==> src/rtl/gpio_cfg_port.sv <==
`timescale 1ns/1ps
module gpio_cfg_port #(
  parameter int NPINS = 32,
  parameter int AW    = 8
) (
  input  logic               clk,
  input  logic               rst_n,
  input  logic               wr_en,
  input  logic [AW-1:0]      addr,
  input  logic [31:0]        wdata,
  output logic [31:0]        rdata,
  input  logic [NPINS-1:0]   pin_in,
  output logic [NPINS-1:0]   pin_oe,
  output logic [NPINS-1:0]   pin_out,
  output logic [NPINS-1:0]   pin_alt,
  output logic [2*NPINS-1:0] pin_func,
  output logic [NPINS-1:0]   pull_en
);

  localparam logic [3:0] G_LVL  = 4'h0;
  localparam logic [3:0] G_INT  = 4'h1;
  localparam logic [3:0] G_SEL  = 4'h2;
  localparam logic [3:0] G_PHI  = 4'h3;
  localparam logic [3:0] G_PLO  = 4'h4;
  localparam logic [3:0] G_PULL = 4'h8;
  localparam logic [1:0] OP_WR  = 2'd0;
  localparam logic [1:0] OP_SET = 2'd1;
  localparam logic [1:0] OP_CLR = 2'd2;

  logic [NPINS-1:0] int_q, sel_q, phi_q, plo_q, pull_q;
  logic [NPINS-1:0] sync1_q, sync2_q;

  logic             in_page, aligned, wr_ok;
  logic [3:0]       grp;
  logic [1:0]       op;
  logic [NPINS-1:0] wd;

  assign in_page = ({{(32-AW){1'b0}}, addr} >> 8) == 32'd0;
  assign aligned = addr[1:0] == 2'b00;
  assign grp     = addr[7:4];
  assign op      = addr[3:2];
  assign wd      = wdata[NPINS-1:0];
  assign wr_ok   = wr_en && in_page && aligned && op != 2'd3;

  function automatic logic [NPINS-1:0] apply(input logic [NPINS-1:0] cur,
                                             input logic [1:0] o,
                                             input logic [NPINS-1:0] d);
    case (o)
      OP_WR:   apply = d;
      OP_SET:  apply = cur | d;
      OP_CLR:  apply = cur & ~d;
      default: apply = cur;
    endcase
  endfunction

  always_ff @(posedge clk or negedge rst_n) begin
    if (!rst_n) begin
      int_q  <= '0;
      sel_q  <= '1;
      phi_q  <= '1;
      plo_q  <= '0;
      pull_q <= '0;
    end else if (wr_ok) begin
      case (grp)
        G_INT:   int_q  <= apply(int_q,  op, wd);
        G_SEL:   sel_q  <= apply(sel_q,  op, wd);
        G_PHI:   phi_q  <= apply(phi_q,  op, wd);
        G_PLO:   plo_q  <= apply(plo_q,  op, wd);
        G_PULL:  pull_q <= apply(pull_q, op, wd);
        default: ;
      endcase
    end
  end

  always_ff @(posedge clk or negedge rst_n) begin
    if (!rst_n) begin
      sync1_q <= '0;
      sync2_q <= '0;
    end else begin
      sync1_q <= pin_in;
      sync2_q <= sync1_q;
    end
  end

  logic [NPINS-1:0] rsel;
  always_comb begin
    rsel = '0;
    if (in_page && aligned && op == OP_WR) begin
      case (grp)
        G_LVL:   rsel = sync2_q;
        G_INT:   rsel = int_q;
        G_SEL:   rsel = sel_q;
        G_PHI:   rsel = phi_q;
        G_PLO:   rsel = plo_q;
        G_PULL:  rsel = pull_q;
        default: rsel = '0;
      endcase
    end
  end
  assign rdata = 32'(rsel);

  for (genvar i = 0; i < NPINS; i++) begin : g_pin
    logic is_alt, is_out;
    assign is_alt  = !int_q[i] && !sel_q[i];
    assign is_out  = !int_q[i] &&  sel_q[i] && !phi_q[i];
    assign pin_alt[i]        = is_alt;
    assign pin_oe[i]         = is_out;
    assign pin_out[i]        = is_out && plo_q[i];
    assign pin_func[2*i +: 2] = is_alt ? {phi_q[i], plo_q[i]} : 2'b00;
  end

  assign pull_en = pull_q;

  AST_IRQ_QUIET: assert property (@(posedge clk) disable iff (!rst_n)
    ((pin_oe | pin_alt | pin_out) & int_q) == '0);
  AST_OUT_GATED: assert property (@(posedge clk) disable iff (!rst_n)
    (pin_out & ~pin_oe) == '0);
  AST_SET_KEEP: assert property (@(posedge clk) disable iff (!rst_n)
    (wr_ok && grp == G_SEL && op == OP_SET) |=> sel_q == ($past(sel_q) | $past(wd)));
  AST_CLR_PULL: assert property (@(posedge clk) disable iff (!rst_n)
    (wr_ok && grp == G_PULL && op == OP_CLR) |=> (pull_en & $past(wd)) == '0);
  AST_BASE_WR: assert property (@(posedge clk) disable iff (!rst_n)
    (wr_ok && grp == G_PLO && op == OP_WR) |=> plo_q == $past(wd));
  AST_LVL_NOWR: assert property (@(posedge clk) disable iff (!rst_n)
    (wr_en && grp == G_LVL) |=> $stable(int_q) && $stable(pull_q));

endmodule

==> config.mk <==
export PLATFORM = sky130hd
export DESIGN_NAME = gpio_cfg_port
export DESIGN_NICKNAME = d
export VERILOG_FILES = /design/src/rtl/gpio_cfg_port.sv
export SDC_FILE = /design/constraint.sdc
export NUM_CORES = 1
export LEC_CHECK = 0
export ABC_AREA = 1
export BUFFER_PORTS_ARGS = -buffer_cell sky130_fd_sc_hd__buf_4
export CAP_MARGIN = 20
export CORE_UTILIZATION = 35
export CTS_BUF_LIST = sky130_fd_sc_hd__clkbuf_4
export DETAILED_ROUTE_END_ITERATION = 7
export GPL_TIMING_DRIVEN = 0
export PLACE_DENSITY = 0.67
export SLEW_MARGIN = 40
export SYNTH_ARGS = -nofsm -noshare
export SYNTH_HDL_FRONTEND = slang
export SYNTH_SLANG_ARGS = --single-unit
export TNS_END_PERCENT = 20
==> constraint.sdc <==
create_clock -name clk -period 2.5 [get_ports clk]
set_input_delay 0 -clock clk [delete_from_list [all_inputs] [get_ports clk]]
set_output_delay 0 -clock clk [all_outputs]
set_load 0.01 [all_outputs]
==> results.yml <==
global_routing:
  first_global_vias: 15100
  first_pass_grt_wire_length_um: 86700
  global_route.usage.total: 0.295
  grt_max_degree: 74
  antenna_violations_before_repair: 1
  grt_overflow_total: 0
route:
  wirelength_um: 57600
  detail-route-antenna-nets: 0
  routed_wire_length_per_instance_um: 19.6
  vias: 15500
  route.detailed.drc: 0
  viasPerCell: 5.27
  dr.first_iter.drc_count: 1527
  first_pass_iters: 6
final_layout:
  area_delta_synth_final_pct: 37.8
  drive_above_1_share: 0.255
  layout_nets: 2457
  most_common_library_cell_in_the_layout_ignoring_fill_and_taps: "sky130_fd_sc_hd__nand2_1"
  most-common-layout-cells: "635 x sky130_fd_sc_hd__nand2_1, 366 x sky130_fd_sc_hd__buf_4, 193 x sky130_fd_sc_hd__nand3_1, 160 x sky130_fd_sc_hd__dfrtp_1, 155 x sky130_fd_sc_hd__inv_1"
  finalInstanceArea_um2: 18400
setup_path:
  timing.critical_path.to_type: "output port"
  timing.critical_path.fanout_max: 10
  timing.critical_path.max_delay_family: "buffers and inverters"
  cp_cell_sequence: "dlygate4sd3_1, buf_4, nor2_2, clkbuf_1, nand3_1, nand2_1, nor2_1, a21oi_1, buf_4"
  path_common_cell: "sky130_fd_sc_hd__buf_4"
  startpoint_type: "primary input"
  cp_num_buf_inv: 4
  critical_path.max_stage_delay_ns: 0.74
  critical_path_arrival_ns: 2.53
  timing_worst_setup_path_type: "in -> out"
  critical-path-slowest-cell: "sky130_fd_sc_hd__clkbuf_1"
  worst-endpoint-required_ns: 2.50
die:
  rows: 71
  placeableCoreArea_um2: 37700
  initial_utilization: 0.355
  design.die.area_um2: 39000
  design.portCount: 299
  die_x_um: 197
  die_height_um: 197
synthesis:
  yosysWarnings: 0
  synth-seq-cells: 224
  synth-seq-area-share: 0.425
  syn-num-nets: 1964
  synth.avg_cell_area_um2: 7.10
  netlist_instances: 1885
  synthDistinctLibCells: 21
  cell_type_contributing_the_most_total_cell_area_after_synthesis: "sky130_fd_sc_hd__dfrtp_1"
  yosysTopAreaCellShare: 0.299
  synth_top_cells_by_area: "sky130_fd_sc_hd__dfrtp_1 30%, sky130_fd_sc_hd__nand2_1 18%, sky130_fd_sc_hd__dfstp_2 13%"
  netlist_area_um2: 13400
pwr:
  comb_power_share: 0.272
  clkPwrFrac: 0.331
  max-vdd-ir-drop_v: 0.000285
  power_switching_share: 0.344
  total_power_w: 0.0114
  switching_power_w: 0.00393
  power_per_cell_area_nw_per_um2: 620
  power.leakage_nw: 9.37
  seq_power_share: 0.397
  power_report.internal_total_w: 0.00750
placement:
  gp_routability_congestion: 0.910
  dp.final_hpwl_um: 39000
  numPortBuffers: 298
  placement.cell_area_um2: 16300
sta:
  tns_ns: -0.0368
  final_period_minus_worst_setup_slack_ns: 2.53
  f_max_ghz: 0.395
  tightest_slew_ns: 0.929
  min_period_over_period: 1.01
  final_critical_path_setup_slack_ns: -0.0322
  timing_max_transition_violations_final: 0
  fin_skew_ns: 0.0218
  hold_viol_final: 0
  slew_headroom: 0.380
  grt_setup_unrepaired: "true"
  setup_violations: 2
outcome:
  run_status: "finished with violations"
  violations: "negative setup slack"
job:
  max-cap-violations: 0
clock_tree:
  cts-htree-levels: 3
  clock_tree.buffer_depth: 3
  worst_skew_late_latency_ns: 0.72
  numCtsBuffers: 70
  cts.root.buffer_cell: "sky130_fd_sc_hd__clkbuf_4"
  number_of_sinks_handled_by_clock_tree_synthesis: 224
  worst_setup_hold_path_clk_slew_ns: 0.06
  tritoncts_clock_tree: "yes"
hold_path:
  worst_hold_path_type: "in -> reg"
==> timing repair <==
| action | in CTS | in global routing |
|---|---|---|
| gates resized for setup | 0 | 1 |
| hold buffers | 115 | 1 |
| buffers inserted | 0 | 4 |
| setup endpoints to repair | 0 | 7 |
| hold endpoints to repair | 399 | 10 |
==> worst reg2reg max path: cells and delay by family (launching register included) <==
| kind | cells | cell delay [ns] |
|---|---|---|
| buffers and inverters | 1 | 0.55 |
| flip-flops | 1 | 0.64 |
| AND/OR/NAND/NOR | 2 | 0.14 |
==> cell families (layout without fill, tap and decap cells) <==
kind of cell	after synthesis	count (layout)	synth area share
other cells	0	2	0
compound gates	287	287	0.126
simple gates	1032	1032	0.328
flops	224	224	0.425
buf+inv	338	887	0.118
fa+ha+maj	4	4	0.00374
==> area by class of cell <==
cell class              count  area [µm²]
diodes                      2        5.00
inverters                 162         608
plain buffers             176         967
multi-input cells        1323        6120
flip-flops and latches    224        5690
fillers                  3820       19200
clock buffers             112         841
clock inverters            16        60.1
well taps                 511         639
repair buffers            421        3520
==> Yosys cell counts <==
cell type / n
sky130_fd_sc_hd__nand2_1: 635
sky130_fd_sc_hd__buf_1: 5
sky130_fd_sc_hd__a21oi_1: 95
sky130_fd_sc_hd__nor3_1: 96
sky130_fd_sc_hd__inv_1: 155
sky130_fd_sc_hd__dfrtp_1: 160
sky130_fd_sc_hd__nand4_2: 1
sky130_fd_sc_hd__nor2_1: 64
sky130_fd_sc_hd__nand3_1: 193
sky130_fd_sc_hd__o21ai_0: 57
sky130_fd_sc_hd__o21ai_1: 38
sky130_fd_sc_hd__inv_2: 7
sky130_fd_sc_hd__nor4_1: 32
sky130_fd_sc_hd__o211ai_1: 97
sky130_fd_sc_hd__buf_4: 65
sky130_fd_sc_hd__dfstp_2: 64
sky130_fd_sc_hd__ha_1: 4
sky130_fd_sc_hd__buf_2: 49
sky130_fd_sc_hd__nor2_2: 4
sky130_fd_sc_hd__clkbuf_1: 57
sky130_fd_sc_hd__nor2_4: 7
==> path summary, 6_finish.rpt <==
path	startpoint	to	slack [ns]	cells past startpoint
setup / recovery	addr[6]	rdata[10]	-0.03	9
hold / removal	wdata[7]	phi_q[7]$_DFFE_PN1P_	0.12	4
setup reg to reg	sel_q[31]$_DFFE_PN1P_	sel_q[31]$_DFFE_PN1P_	1.12	3
hold reg to reg	sync1_q[20]$_DFF_PN0_	sync2_q[20]$_DFF_PN0_	0.34	0
max in group asynchronous	rst_n	phi_q[2]$_DFFE_PN1P_	0.87	6
min in group asynchronous	rst_n	sync2_q[12]$_DFF_PN0_	0.44	4
==> per-layer routing <==
layer	wire length [µm]	vias to the layer above	global-route usage
met2	25900	952	0.460
met1	22900	7224	0.374
li1	-	7187	-
met5	0	-	0
met3	6120	180	0.0739
met4	2680	0	0.164
==> power by group through the flow <==
stage                     clock network [W]  logic (W)  registers [W]
final                               0.00379    0.00311        0.00453
after global routing                0.00407    0.00337        0.00459
after CTS                           0.00386    0.00308        0.00452
after detailed placement                  0    0.00293        0.00458
after global placement                    0    0.00286        0.00456
after floorplan                           0    0.00156        0.00447
==> registers in the layout, indices dropped and copies added, names as in the netlist <==
register / flops
int_q: 32
phi_q: 32
plo_q: 32
pull_en: 32
sel_q: 32
sync1_q: 32
sync2_q: 32
==> stage by stage <==
step,hold slack [ns],utilization,setup WS (ns),cells
4_1_cts,0.0718,0.488,0.0492,2940
3_5_place_dp,-0.149,0.434,0.246,2697
2_1_floorplan,-0.296,-,1.14,1885
3_3_place_gp,0.111,0.431,-0.363,2694
5_1_grt,0.0958,0.489,-0.0293,2946
6_report,0.115,0.490,-0.0322,2947
Power figures use the tool's default switching activity.
